### config.mk
export PLATFORM = sky130hd
export DESIGN_NAME = uop_queue
export DESIGN_NICKNAME = d
export VERILOG_FILES = /design/src/rtl/uop_queue.sv
export SDC_FILE = /design/constraint.sdc
export NUM_CORES = 1
export LEC_CHECK = 0
export BUFFER_PORTS_ARGS = -buffer_cell sky130_fd_sc_hd__buf_2
export CAP_MARGIN = 40
export CELL_PAD_IN_SITES_DETAIL_PLACEMENT = 1
export CELL_PAD_IN_SITES_GLOBAL_PLACEMENT = 1
export CORE_UTILIZATION = 54
export DETAILED_ROUTE_END_ITERATION = 10
export GPL_ROUTABILITY_DRIVEN = 0
export PLACE_DENSITY = 0.91
export SLEW_MARGIN = 20
export SYNTH_ARGS = -nofsm -noshare
export SYNTH_HDL_FRONTEND = slang
export SYNTH_SLANG_ARGS = --single-unit
### constraint.sdc
create_clock -name clk -period 9.34 [get_ports clk]
set_input_delay 0 -clock clk [delete_from_list [all_inputs] [get_ports clk]]
set_output_delay 0 -clock clk [all_outputs]
set_load 0.02 [all_outputs]
### src/rtl/uop_queue.sv
module uop_queue #(
  parameter int DEPTH   = 8,
  parameter int LANES   = 3,
  parameter int MAX_IPC = 2,
  parameter int TAG_W   = 8,
  parameter int UOP_W   = 4,
  localparam int SLOT_W = $clog2(DEPTH + 1)
) (
  input  logic                     clk,
  input  logic                     rst,
  input  logic                     bypass_en,
  input  logic [LANES-1:0]         in_valid,
  output logic [LANES-1:0]         in_ready,
  input  logic [LANES*TAG_W-1:0]   in_tag,
  input  logic [LANES*UOP_W-1:0]   in_uops,
  output logic                     out_valid,
  input  logic                     out_ready,
  output logic [TAG_W-1:0]         out_tag,
  output logic [SLOT_W-1:0]        out_slots,
  output logic                     busy
);
  localparam int PTR_W = (DEPTH > 1) ? $clog2(DEPTH) : 1;

  function automatic logic [SLOT_W-1:0] clamp_slots(input logic [UOP_W-1:0] u);
    if (u == '0) return SLOT_W'(1);
    if (int'(u) > DEPTH) return SLOT_W'(DEPTH);
    return SLOT_W'(int'(u));
  endfunction

  function automatic logic [PTR_W-1:0] wrap(input int p);
    return PTR_W'(p % DEPTH);
  endfunction

  logic [TAG_W-1:0]  tag_mem [DEPTH];
  logic [SLOT_W-1:0] len_mem [DEPTH];
  logic [PTR_W-1:0]  head, tail;
  logic [SLOT_W-1:0] n_ent, used;

  logic [SLOT_W-1:0] lane_slots [LANES];
  logic [LANES-1:0]  acc;
  int                acc_sum, push_n, push_slots;
  logic              empty_q, fwd, skip, pop;

  always_comb begin
    int   cum;
    logic ok;
    cum = 0;
    ok  = 1'b1;
    for (int i = 0; i < LANES; i++) begin
      lane_slots[i] = clamp_slots(in_uops[i*UOP_W +: UOP_W]);
      in_ready[i]   = ok && (MAX_IPC == 0 || i < MAX_IPC) &&
                      (cum + int'(lane_slots[i]) <= DEPTH - int'(used));
      acc[i]        = in_ready[i] && in_valid[i];
      if (acc[i]) cum += int'(lane_slots[i]);
      ok = acc[i];
    end
    acc_sum = cum;
  end

  assign empty_q   = (n_ent == '0);
  assign fwd       = bypass_en && empty_q && acc[0];
  assign out_valid = !empty_q || fwd;
  assign out_tag   = empty_q ? in_tag[TAG_W-1:0] : tag_mem[head];
  assign out_slots = empty_q ? lane_slots[0] : len_mem[head];
  assign pop       = out_valid && out_ready && !empty_q;
  assign skip      = fwd && out_ready;
  assign busy      = (used != '0);

  always_comb begin
    push_n     = $countones(acc) - (skip ? 1 : 0);
    push_slots = acc_sum - (skip ? int'(lane_slots[0]) : 0);
  end

  always_ff @(posedge clk) begin
    for (int i = 0; i < LANES; i++) begin
      if (acc[i] && !(i == 0 && skip)) begin
        tag_mem[wrap(int'(tail) + i - (skip ? 1 : 0))] <= in_tag[i*TAG_W +: TAG_W];
        len_mem[wrap(int'(tail) + i - (skip ? 1 : 0))] <= lane_slots[i];
      end
    end
  end

  always_ff @(posedge clk) begin
    if (rst) begin
      head  <= '0;
      tail  <= '0;
      n_ent <= '0;
      used  <= '0;
    end else begin
      head  <= pop ? wrap(int'(head) + 1) : head;
      tail  <= wrap(int'(tail) + push_n);
      n_ent <= SLOT_W'(int'(n_ent) + push_n - (pop ? 1 : 0));
      used  <= SLOT_W'(int'(used) + push_slots - (pop ? int'(len_mem[head]) : 0));
    end
  end
endmodule

# Word level (Yosys, flattened, before mapping)
# Memory sizes are Yosys's and may differ from the RTL's. A register that Yosys moved wholly into a read port is not among the register bits.
# Cells that the tools add are included.
# op_classes
magnitude_cmp,4
mux,30
add_sub_neg,14
n_reduce_logical,16
# ops
cell,count
two-way mux 4 bit,13
zero test 4 bit,3
two-way mux 1 bit,12
two-way mux 3 bit,4
logical AND 1 bit,9
greater-than comparator 4 bit (second input constant),2
two-way mux 8 bit,1
subtractor 4 bit,2
adder 3 x 1 -> 3 bit (second input constant),2
less-or-equal comparator 6 x 5 -> 1 bit,1
subtractor 3 bit,2
adder 4 x 4 -> 5 bit,1
less-or-equal comparator 5 bit,1
subtractor 4 x 4 -> 5 bit (first input constant),1
adder 4 x 3 -> 4 bit,1
adder 4 bit,1
nonzero test 4 bit,1
subtractor 4 x 2 -> 4 bit,1
adder 3 bit,1
subtractor 2 x 1 -> 3 bit,1
adder 1 x 1 -> 2 bit,1
zero test 1 bit,2
logical OR 1 bit,1
# totals
inputBits,43
word_cells,70
ff_bits,14
ramBits,96
out_inout_bits,17
n_memories,2
# mem_list
memory,words,width,read_ports,rd_clocked_by_memory_dff,write_ports,line_no,rtl
tag_mem,8,8,1,1,2,34,logic [TAG_W-1:0] tag_mem [DEPTH];
len_mem,8,4,1,1,2,35,logic [SLOT_W-1:0] len_mem [DEPTH];

# Logic depth before layout (Yosys ltp)
# depth
ltp_word,16
ltp_mapped,33
ltp_nobuf,32

# Worst setup path before layout
# Ideal clock, no wire load.
# synth_path
path_type,register to register
from,reg used[0]
to,reg used[3]
setup_slack_ns,3.098
required_ns,9.212
arrival_ns,6.115
synth_period_minus_slack_ns,6.242
setup_ns,0.128
n_path_buf,1
path_stages_with_launch,30
cell_sequence,dfxtp_1 > inv_1 > ha_1 > inv_1 > ha_1 > o2111ai_1 > a22o_2 > a221o_1 > nor2b_1 > ha_1 > a21o_1 > a21oi_1 > xor2_1 > inv_1 > ha_1 > o21a_1 > a221o_1 > a21oi_2 > buf_12 > nand3_1 > mux2_2 > fa_1 > ha_1 > a21o_1 > a21oi_1 > xnor2_1 > xnor2_1 > xnor2_1 > xnor2_1 > nor2_1
# synth_via
elab_chain_cells,12
elab_cells_between_ends,19
cone_classes,add/sub (5); order compare (2); mux (4); reduce/logical (8)
# synth_rtl
element,line_no,rtl
start: declaration,37,"logic [SLOT_W-1:0] n_ent, used;"
start signal: assignment,93,used <= SLOT_W'(int'(used) + push_slots - (pop ? int'(len_mem[head]) : 0));
subtractor 4 x 4 -> 5 bit,n/a,
less-or-equal comparator 5 bit,52,(cum + int'(lane_slots[i]) <= DEPTH - int'(used));
logical AND 1 bit,53,acc[i] = in_ready[i] && in_valid[i];
two-way mux 4 bit,54,if (acc[i]) cum += int'(lane_slots[i]);
adder 4 x 4 -> 5 bit,54,
less-or-equal comparator 6 x 5 -> 1 bit,52,
logical AND 1 bit,51,in_ready[i] = ok && (MAX_IPC == 0 || i < MAX_IPC) &&
logical AND 1 bit,53,
two-way mux 4 bit,54,
subtractor 4 bit,71,push_slots = acc_sum - (skip ? int'(lane_slots[0]) : 0);
adder 4 bit,93,
subtractor 4 bit (*),93,
# Every way passes the cells marked *; elsewhere a longest branch is shown, timed or not.
# A chain may end at the register's enable or synchronous reset.

# Final worst setup path
# layout_path
from,reg used[2]
to,reg used[3]
# The elaborated chain is that of the path after synthesis.

==> impl_metrics.py <==
metrics = {
    "clocking": {
        "cts.repair_timing.setup_buffer_count": 0,
        "h-tree-depth": 4,
        "cts.root.buffer_cell": "sky130_fd_sc_hd__clkbuf_16",
        "post_cts_hold_buffer_count": 6,
        "cts_made_buffers": 17,
        "worst_skew_pair.late_latency_ns": 0.42,
        "cts.sinks": 113,
        "cts-resized-gates": 0,
        "tritoncts_clock_tree": "built",
        "clkSlewWorstSetupHoldPaths_ns": 0.06,
        "clock_path_buffers": 2,
    },
    "critical_path": {
        "ff_to_ff_end": "used[3]$_SDFF_PP0_",
        "ff2ff_setup_slack_ns": 2.35,
        "cp-end-kind": "flip-flop",
        "required_ns": 9.65,
        "critical_path_arrival_ns": 7.30,
        "rr_startpoint": "used[2]$_SDFF_PP0_",
        "critical_path.startpoint_type": "flip-flop",
        "ff2ff_path_depth": 27,
        "timing.setup.critical_path_class": "flip-flop to flip-flop",
        "worst-path-max-fanout": 5,
    },
    "synthesis": {
        "synth_cell_type_count": 49,
        "synth.area.top_cells": "sky130_fd_sc_hd__edfxtp_1, sky130_fd_sc_hd__mux2_2, sky130_fd_sc_hd__mux4_2, sky130_fd_sc_hd__ha_1, sky130_fd_sc_hd__mux2_4",
        "synth_commonest_cells": "sky130_fd_sc_hd__edfxtp_1, sky130_fd_sc_hd__mux2_2, sky130_fd_sc_hd__nand2_1",
        "synth_area_leader_cell": "sky130_fd_sc_hd__edfxtp_1",
        "post_synth_instance_area_um2": 6980,
        "mappedNetlistNets": 615,
        "yosysTopAreaCellShare_pct": 41.3,
        "synth-seq-cells": 113,
        "yosys.cell_count.top_type": "sky130_fd_sc_hd__edfxtp_1",
        "postSynthCellCount": 533,
        "async_reset_ff_share_pct": 0,
        "number_of_enable_type_register_cells_in_the_synthesized_netlist": 96,
        "syn_area_per_cell_um2": 13.1,
        "yosysSeqAreaShare_pct": 46.2,
        "synth_flop_cell": "sky130_fd_sc_hd__edfxtp_1",
        "yosysWarningCount": 0,
    },
    "power": {
        "power.leakage_nw": 3.12,
        "cellPowerDensity_nw_per_um2": 328,
        "seq_power_share_pct": 26.9,
        "total_power_w": 0.00263,
        "cell_internal_pwr_w": 0.00158,
        "pwr-share-clk_pct": 23.4,
        "irDropWorstVdd_mv": 0.255,
        "switching_share_pct": 40.0,
        "switching_power_w": 0.00105,
        "power.combinational.fraction_pct": 49.7,
    },
    "min_path": {
        "hold_path.startpoint": "in_tag[0]",
        "hold_path_depth": 2,
        "holdPathEnd": "tag_mem[5][0]$_DFFE_PP_",
        "worst_hold_path_type": "primary input to flip-flop",
    },
    "routing": {
        "drtAntennaViolNets": 0,
        "avgViaCountPerCell": 6.08,
        "drt_pass1_iterations": 4,
        "first_iter_violations": 445,
        "drc_errors": 0,
        "num_vias": 4727,
        "wl_per_cell_um": 24.7,
        "drt-total-wl_mm": 19.2,
    },
    "finish": {
        "non_filler_instances": 777,
        "n_fill_cell": 1285,
        "postLayoutCellArea_um2": 8010,
        "nets_final": 675,
        "antenna_cells": 0,
        "sequential_cell_area_um2": 3220,
        "multi_input_gate_area_um2": 3460,
        "layout_cells_sized_above_1_pct": 35.0,
        "areaGrowthSynthToFinish_pct": 14.7,
    },
    "flow_run": {
        "count_of_max_cap_constraint_violations": 0,
    },
    "global_routing": {
        "antenna_found_initial": 0,
        "groute.usage.overall_pct": 31.1,
        "global_route_wire_length_before_repair_mm": 29.8,
        "via_count_of_the_first_global_routing_pass": 5320,
        "grt-ovfl-total": 0,
        "grt_max_degree": 25,
    },
    "sta": {
        "finalMaxSlewViolations": 0,
        "report.final.setup_viol": 0,
        "max_freq_ghz": 0.143,
        "rsz0062_at_grt": "no",
        "min_period_ns": 6.99,
        "max_slew.worst_pin.slew_ns": 0.787,
        "fin_setup_tns_ns": 0,
        "clock-skew-final_ns": 0.00890,
        "hold-worst-slack_ns": 0.0104,
        "finalCritPeriodShare_pct": 74.8,
        "slew-limit-headroom_pct": 47.2,
        "final_hold_viol_count": 0,
    },
    "place": {
        "dp_hpwl_mm": 12.3,
        "detailed_place.area_um2": 7360,
        "io_buf_count": 45,
        "placed_cells": 735,
    },
    "outcome": {
        "result_of_the_run": "finished clean",
    },
    "die": {
        "die-area_um2": 13400,
        "die_h_um": 116,
        "core_area_um2": 12600,
        "num_io_pins": 60,
        "initial_utilization_pct": 55.3,
        "core.rowCount": 41,
        "die-width_um": 116,
    },
}
-- cell families (layout without fill, tap and decap cells) --
logic type / after synthesis / in the layout / synth area share [%]
XOR/XNOR: 24 / 24 / 3.12
buffers and inverters: 63 / 135 / 4.77
flip-flops: 113 / 113 / 46.2
adder cells (fa/ha/maj): 39 / 39 / 7.96
AO/OA/AOI/OAI: 68 / 68 / 5.83
other: 1 / 1 / 0.0537
AND/OR/NAND/NOR: 115 / 115 / 9.34
multiplexers: 110 / 110 / 22.8
-- cell type report --
cell class | count | area share, %
multi-input combinational | 357 | 43.2
sequential | 113 | 40.2
timing repair buffer | 71 | 5.45
clock buffer | 17 | 5.31
tap | 172 | 2.69
clock inverter | 14 | 1.55
inverter | 33 | 1.55
-- flip-flops by register name, indices dropped and copies added, names as in the netlist, named ones only --
signal	cells
used	4
head	3
n_ent	4
tag_mem	64
tail	3
len_mem	32
-- power groups by stage --
stage,Clock (W),Combinational (W),Sequential (W)
finish,0.000615,0.00131,0.000708
global route,0.000637,0.00142,0.000716
CTS,0.000616,0.00130,0.000708
detailed placement,0,0.00128,0.000715
global placement,0,0.00118,0.000703
floorplan,0,0.000985,0.000696
-- worst max-delay path by stage --
stage                         endpoint  cells after the start               start
floorplan           used[3]$_SDFF_PP0_                     29  used[0]$_SDFF_PP0_
finish              used[3]$_SDFF_PP0_                     27  used[2]$_SDFF_PP0_
CTS                 used[3]$_SDFF_PP0_                     28  used[0]$_SDFF_PP0_
global placement    used[3]$_SDFF_PP0_                     30          in_uops[2]
global route        used[3]$_SDFF_PP0_                     28  used[0]$_SDFF_PP0_
detailed placement  used[3]$_SDFF_PP0_                     28          in_uops[3]
-- metrics by stage --
step	util [%]	setup slack, ns
floorplan	-	3.10
finish	63.5	2.35
global placement	58.1	1.91
detailed placement	58.4	2.26
global route	63.5	1.99
CTS	63.2	2.35
-- per-layer routing --
metal	GRT usage (%)	part of all wire [%]	wire length, µm
met5	0	0	0
met4	16.0	3.7	718
met3	6.12	5.7	1090
met2	54.6	52	9920
met1	36.2	39	7470
-- cells in the final DEF, fill, tap and decap left out, drive strengths merged, types with 2 or more instances in the layout --
| cell | n |
|---|---|
| a21o | 4 |
| a21oi | 10 |
| a221o | 2 |
| and2 | 2 |
| and3 | 2 |
| buf | 64 |
| bufinv | 2 |
| clkbuf | 18 |
| clkinv | 11 |
| dfxtp | 17 |
| dlygate4sd3 | 6 |
| edfxtp | 96 |
| fa | 9 |
| ha | 30 |
| inv | 33 |
| mux2 | 75 |
| mux2i | 11 |
| mux4 | 24 |
| nand2 | 48 |
| nand2b | 4 |
| nand3 | 6 |
| nand4 | 11 |
| nor2 | 25 |
| nor2b | 10 |
| nor4 | 3 |
| o21ai | 39 |
| o31ai | 4 |
| xnor2 | 18 |
| xor2 | 6 |
-- critical path, stage by stage (launching register included) --
cell                      delay, ns
sky130_fd_sc_hd__dfxtp_1       0.37
sky130_fd_sc_hd__nor3_1        0.29
sky130_fd_sc_hd__xnor2_1       0.20
sky130_fd_sc_hd__ha_1          0.29
sky130_fd_sc_hd__o21ai_0       0.08
sky130_fd_sc_hd__or2b_2        0.34
sky130_fd_sc_hd__a221o_1       0.38
sky130_fd_sc_hd__nor2b_1       0.27
sky130_fd_sc_hd__ha_1          0.29
sky130_fd_sc_hd__a21o_1        0.18
sky130_fd_sc_hd__a21oi_1       0.20
sky130_fd_sc_hd__xor2_1        0.24
sky130_fd_sc_hd__inv_1         0.07
sky130_fd_sc_hd__ha_1          0.31
sky130_fd_sc_hd__o21a_1        0.12
sky130_fd_sc_hd__a221o_1       0.41
sky130_fd_sc_hd__a21oi_2       0.33
sky130_fd_sc_hd__nand3_1       0.29
sky130_fd_sc_hd__mux2_2        0.37
sky130_fd_sc_hd__fa_1          0.49
sky130_fd_sc_hd__ha_1          0.31
sky130_fd_sc_hd__a21o_1        0.16
sky130_fd_sc_hd__a21oi_1       0.20
sky130_fd_sc_hd__xnor2_1       0.16
sky130_fd_sc_hd__xnor2_1       0.16
sky130_fd_sc_hd__xnor2_1       0.16
sky130_fd_sc_hd__xnor2_1       0.14
sky130_fd_sc_hd__nor2_1        0.05
Power figures use the tool's default switching activity.
